--- src/rtl/esg_pkg.sv ---
package esg_pkg;
  typedef enum logic [1:0] {
    PH_IDLE    = 2'd0,
    PH_COLLECT = 2'd1,
    PH_RUN     = 2'd2,
    PH_SUSP    = 2'd3
  } phase_t;

  localparam int unsigned STW      = 8;
  localparam int unsigned B_POLL   = 7;
  localparam int unsigned B_TOGGLE = 6;
  localparam int unsigned B_LIMIT  = 5;
  localparam int unsigned B_STARTD = 3;
  localparam int unsigned B_SECTOG = 2;
endpackage

--- src/rtl/esg_strobe_edge.sv ---
module esg_strobe_edge (
  input  logic clk,
  input  logic rst_n,
  input  logic stb,
  output logic fall
);
  logic stb_q;

  always_ff @(posedge clk or negedge rst_n) begin
    if (!rst_n) stb_q <= 1'b0;
    else        stb_q <= stb;
  end

  assign fall = stb_q & ~stb;
endmodule

--- src/rtl/esg_sector_hit.sv ---
module esg_sector_hit #(
  parameter int unsigned NSECT = 8,
  localparam int unsigned SECW = (NSECT > 1) ? $clog2(NSECT) : 1
) (
  input  logic [NSECT-1:0] mask,
  input  logic [SECW-1:0]  sector,
  output logic             hit
);
  logic [NSECT-1:0] match;

  for (genvar i = 0; i < NSECT; i++) begin : g_sect
    assign match[i] = mask[i] && (sector == SECW'(i));
  end

  assign hit = |match;
endmodule

--- src/rtl/esg_toggle_pair.sv ---
module esg_toggle_pair (
  input  logic clk,
  input  logic rst_n,
  input  logic clr,
  input  logic adv_op,
  input  logic adv_sec,
  output logic tog_op,
  output logic tog_sec
);
  always_ff @(posedge clk or negedge rst_n) begin
    if (!rst_n) begin
      tog_op  <= 1'b0;
      tog_sec <= 1'b0;
    end else if (clr) begin
      tog_op  <= 1'b0;
      tog_sec <= 1'b0;
    end else begin
      if (adv_op)  tog_op  <= ~tog_op;
      if (adv_sec) tog_sec <= ~tog_sec;
    end
  end
endmodule

--- src/rtl/esg_status_pack.sv ---
module esg_status_pack
  import esg_pkg::*;
(
  input  phase_t          ph,
  input  logic            is_erase,
  input  logic            data_msb,
  input  logic            timeout,
  input  logic            tog_op,
  input  logic            tog_sec,
  input  logic            show,
  output logic [STW-1:0]  word
);
  always_comb begin
    word = '0;
    if (show) begin
      if (ph == PH_SUSP)  word[B_POLL] = 1'b1;
      else if (is_erase)  word[B_POLL] = 1'b0;
      else                word[B_POLL] = ~data_msb;
      word[B_TOGGLE] = tog_op;
      word[B_LIMIT]  = timeout && (ph == PH_RUN);
      word[B_STARTD] = is_erase && (ph == PH_RUN || ph == PH_SUSP);
      word[B_SECTOG] = tog_sec;
    end
  end
endmodule

--- src/rtl/embop_status_gen.sv ---
module embop_status_gen #(
  parameter int unsigned NSECT = 8,
  localparam int unsigned SECW = (NSECT > 1) ? $clog2(NSECT) : 1
) (
  input  logic             clk,
  input  logic             rst_n,
  input  logic             op_start,
  input  logic [1:0]       op_phase,
  input  logic             op_is_erase,
  input  logic             prog_data_msb,
  input  logic [NSECT-1:0] sel_mask,
  input  logic [SECW-1:0]  rd_sector,
  input  logic             rd_stb,
  input  logic             op_timeout,
  output logic             show_status,
  output logic [7:0]       status
);
  import esg_pkg::*;

  phase_t ph;
  logic   rd_fall, sel_hit, in_flight, erase_live;
  logic   adv_op, adv_sec, tog_op, tog_sec;

  assign ph         = phase_t'(op_phase);
  assign in_flight  = (ph == PH_RUN) || (ph == PH_COLLECT);
  assign erase_live = op_is_erase && (ph != PH_IDLE);

  esg_strobe_edge u_edge (
    .clk  (clk),
    .rst_n(rst_n),
    .stb  (rd_stb),
    .fall (rd_fall)
  );

  esg_sector_hit #(.NSECT(NSECT)) u_hit (
    .mask  (sel_mask),
    .sector(rd_sector),
    .hit   (sel_hit)
  );

  assign show_status = in_flight || ((ph == PH_SUSP) && sel_hit);
  assign adv_op      = rd_fall && in_flight;
  assign adv_sec     = rd_fall && erase_live && sel_hit;

  esg_toggle_pair u_tog (
    .clk    (clk),
    .rst_n  (rst_n),
    .clr    (op_start),
    .adv_op (adv_op),
    .adv_sec(adv_sec),
    .tog_op (tog_op),
    .tog_sec(tog_sec)
  );

  esg_status_pack u_pack (
    .ph      (ph),
    .is_erase(op_is_erase),
    .data_msb(prog_data_msb),
    .timeout (op_timeout),
    .tog_op  (tog_op),
    .tog_sec (tog_sec),
    .show    (show_status),
    .word    (status)
  );
endmodule

--- config.mk ---
export PLATFORM = sky130hd
export DESIGN_NAME = embop_status_gen
export DESIGN_NICKNAME = d
export VERILOG_FILES = /design/src/rtl/esg_pkg.sv /design/src/rtl/esg_strobe_edge.sv /design/src/rtl/esg_sector_hit.sv /design/src/rtl/esg_toggle_pair.sv /design/src/rtl/esg_status_pack.sv /design/src/rtl/embop_status_gen.sv
export SDC_FILE = /design/constraint.sdc
export NUM_CORES = 1
export LEC_CHECK = 0
export BUFFER_PORTS_ARGS = -buffer_cell sky130_fd_sc_hd__buf_2
export CORE_AREA = 2 2 39 41
export CTS_BUF_LIST = sky130_fd_sc_hd__clkbuf_8 sky130_fd_sc_hd__clkbuf_16
export DETAILED_ROUTE_END_ITERATION = 10
export DIE_AREA = 0 0 41 43
export PLACE_DENSITY = 0.62
export SETUP_SLACK_MARGIN = 0.05
export SLEW_MARGIN = 25
export SYNTH_ARGS = -nofsm -noshare
export SYNTH_HDL_FRONTEND = slang
export SYNTH_SLANG_ARGS = --single-unit
--- constraint.sdc ---
create_clock -name clk -period 3.4 [get_ports clk]
set_clock_uncertainty 0.15 [all_clocks]
set_input_delay 0.68 -clock clk [delete_from_list [all_inputs] [get_ports clk]]
set_output_delay 0.68 -clock clk [all_outputs]
set_load 0.01 [all_outputs]
==> summary.txt <==
Worst-Skew Late Latency: 0.21 ns
root buffer cell: clkbuf_8
vias in the first global route: 330
H-tree level count: 1
status: finished, final reports clean
Area contributors post-synth: dfrtp_1 24%, ha_1 12%, mux2_2 11%
CTS Buf Count: 3
most frequent cell after synthesis: nor2_1
area of the die: 1763 sq um
fin crit share: 89.17%
Peak VDD IR: 0.2339 mV
Unique masters post-synth: 17
drc violations: 0
CP peak stage delay: 0.48 ns
# IOs: 29
most frequent CP cell: buf_2
post_cts resized: 0
Overall Global Routing Usage: 9.869%
sequence of cells on the critical path: buf_2 > mux2_2 > mux4_2 > a21oi_1 > nor2_1 > buf_2
CP max FO: 5
antenna cells: 0
Mapped Cells: 35
RSZ-0062 raised after global routing: false
WL final: 719 um
TritonCTS clock tree: done
Final Setup Violations: 0
Worst-path clk slew: 0.03 ns
ys flop type: dfrtp_1
area grow syn2layout: 54.90%
I/O Buffers: 25
Syn Area/Cell: 9.116 sq um
Fin Setup TNS: 0 ns
GP Congestion: 0.6507
Post-synth EDFFs: 0
ys async rst share: 100.0%
vias: 338
highest clock rate: 329.8 MHz
Layout Nets: 87
Post-CTS Setup Inserts: 0
GRT overflow: 0
CP Capture Type: primary output
Synth Register Bits: 3
final hold violation count: 0
Synth top area share: 23.53%
max-slew violations: 0
Std-Cell Rows: 14
starting density of the core: 23.06%
hold buffer count at cts: 0
first-pass GRT wire length: 1.097 mm
Post-Syn Area: 319.1 sq um
max cap viols: 0
post-synthesis sequential area ratio: 23.53%
per-cell routed wire length: 9.101 um
drt first pass iters: 1
Cell Pwr Density: 362.9 nW/um^2
Post-DP Area: 449.2 sq um
Antenna Violating Nets Remaining: 0
Slowest cell on crit path: mux4_2
Vias/cell: 4.278
layout cells sized above 1: 52.38%
Yosys top cell by area: dfrtp_1
DRT iter0 DRCs: 0
leak pwr: 0.2858 nW
clock tree buffer depth: 2
worst min path class: primary input to asynchronous set/reset pin
dpl hpwl: 619 um
Worst EP arrival: 2.20 ns
critical path class: primary input to primary output
Die Y: 43 um
Die W: 41 um
final instance area: 494.2 sq um
CP Data Required Time: 2.57 ns
CTS sink count: 3
yosys warns: 0
antenna violations before repair: 0
crit start category: primary input
Final Critical Period: 3.032 ns
synth cell count leaders: 6 x nor2_1, 4 x nor2b_1
core area: 1384 sq um
largest net degree at the start of global routing: 6
state kept, by name (all words and copies together), names as in the netlist:
signal,count
u_tog.tog_op,1
u_tog.tog_sec,1
u_edge.stb_q,1
power by group:
part	internal [mW]	switching (mW)	total, mW
Combinational	0.0222	0.0192	0.0414
Sequential	0.0379	0.000933	0.0388
Clock	0.0767	0.0224	0.0992
Total	0.137	0.0426	0.179
logic make-up after synthesis:
logic type	share of synthesized area, %
AOI/OAI and AO/OA	3.134
DFF	23.53
muxes	25.88
adders and majority gates	11.77
xor gates and xnor gates	2.746
buffers and inverters	10.59
and+or+nand+nor	21.17
other	1.175
routing by layer:
layer | wire length (um) | vias to the layer above | track usage, % | share of wire, %
met5 | 0 | - | 0 | 0
met4 | 17 | 0 | 8.000 | 2.4
met3 | 78 | 3 | 3.141 | 11
met2 | 393 | 20 | 17.19 | 55
met1 | 230 | 151 | 8.117 | 32
li1 | - | 164 | - | -
cells in the final DEF, fill, tap and decap left out:
| cell | count |
|---|---|
| xor2_1 | 1 |
| mux2_1 | 1 |
| buf_2 | 25 |
| nor2_1 | 6 |
| mux4_2 | 1 |
| mux2_2 | 3 |
| nor2b_1 | 4 |
| o21ai_0 | 1 |
| inv_1 | 4 |
| conb_1 | 3 |
| and4b_1 | 1 |
| ha_1 | 3 |
| a21oi_1 | 1 |
| clkbuf_8 | 3 |
| dfrtp_1 | 3 |
| mux2_4 | 1 |
| nand2_1 | 1 |
| and2_1 | 1 |
worst max-delay path: cells and delay by family:
kind	cells	cell delay [ns]
compound gates	1	0.34
buf+inv	2	0.28
mux	2	0.82
simple gates	1	0.09
worst paths after layout:
path | startpoint | to | slack [ns] | cells after the start
setup reg to reg | u_edge.stb_q | u_tog.tog_sec | 2.14 | 3
hold / removal | rst_n | u_tog.tog_op | 0.10 | 1
setup / recovery | rd_sector[2] | status[3] | 0.37 | 6
max in group asynchronous | rst_n | u_tog.tog_sec | 2.89 | 1
min in group clk | u_tog.tog_op | u_tog.tog_op | 0.39 | 2
hold reg to reg | u_tog.tog_op | u_tog.tog_op | 0.39 | 2
per-stage QoR:
| stage | instances | hold slack, ns | power [mW] | setup WS (ns) | util, % |
|---|---|---|---|---|---|
| 2_1_floorplan | 37 | 0.2344 | 0.06341 | 0.7206 | - |
| 3_3_place_gp | 75 | 0.3254 | 0.08003 | 0.4073 | 32.46 |
| 3_5_place_dp | 75 | 0.3275 | 0.08078 | 0.3693 | 32.46 |
| 4_1_cts | 79 | 0.1002 | 0.1834 | 0.3653 | 35.71 |
| 5_1_grt | 79 | 0.1040 | 0.1928 | 0.2777 | 35.71 |
| 6_report | 79 | 0.1032 | 0.1794 | 0.3683 | 35.71 |
final cells by class:
class | count | area, sq um
repair buffers | 25 | 125.1
clock buffers | 3 | 41.29
clock inverters | 1 | 3.754
well taps | 16 | 20.02
multi-input cells | 28 | 217.7
inverters | 3 | 11.26
flip-flops and latches | 3 | 75.07
fillers | 159 | 889.6
Note: power is estimated with default switching activity, not from simulation.
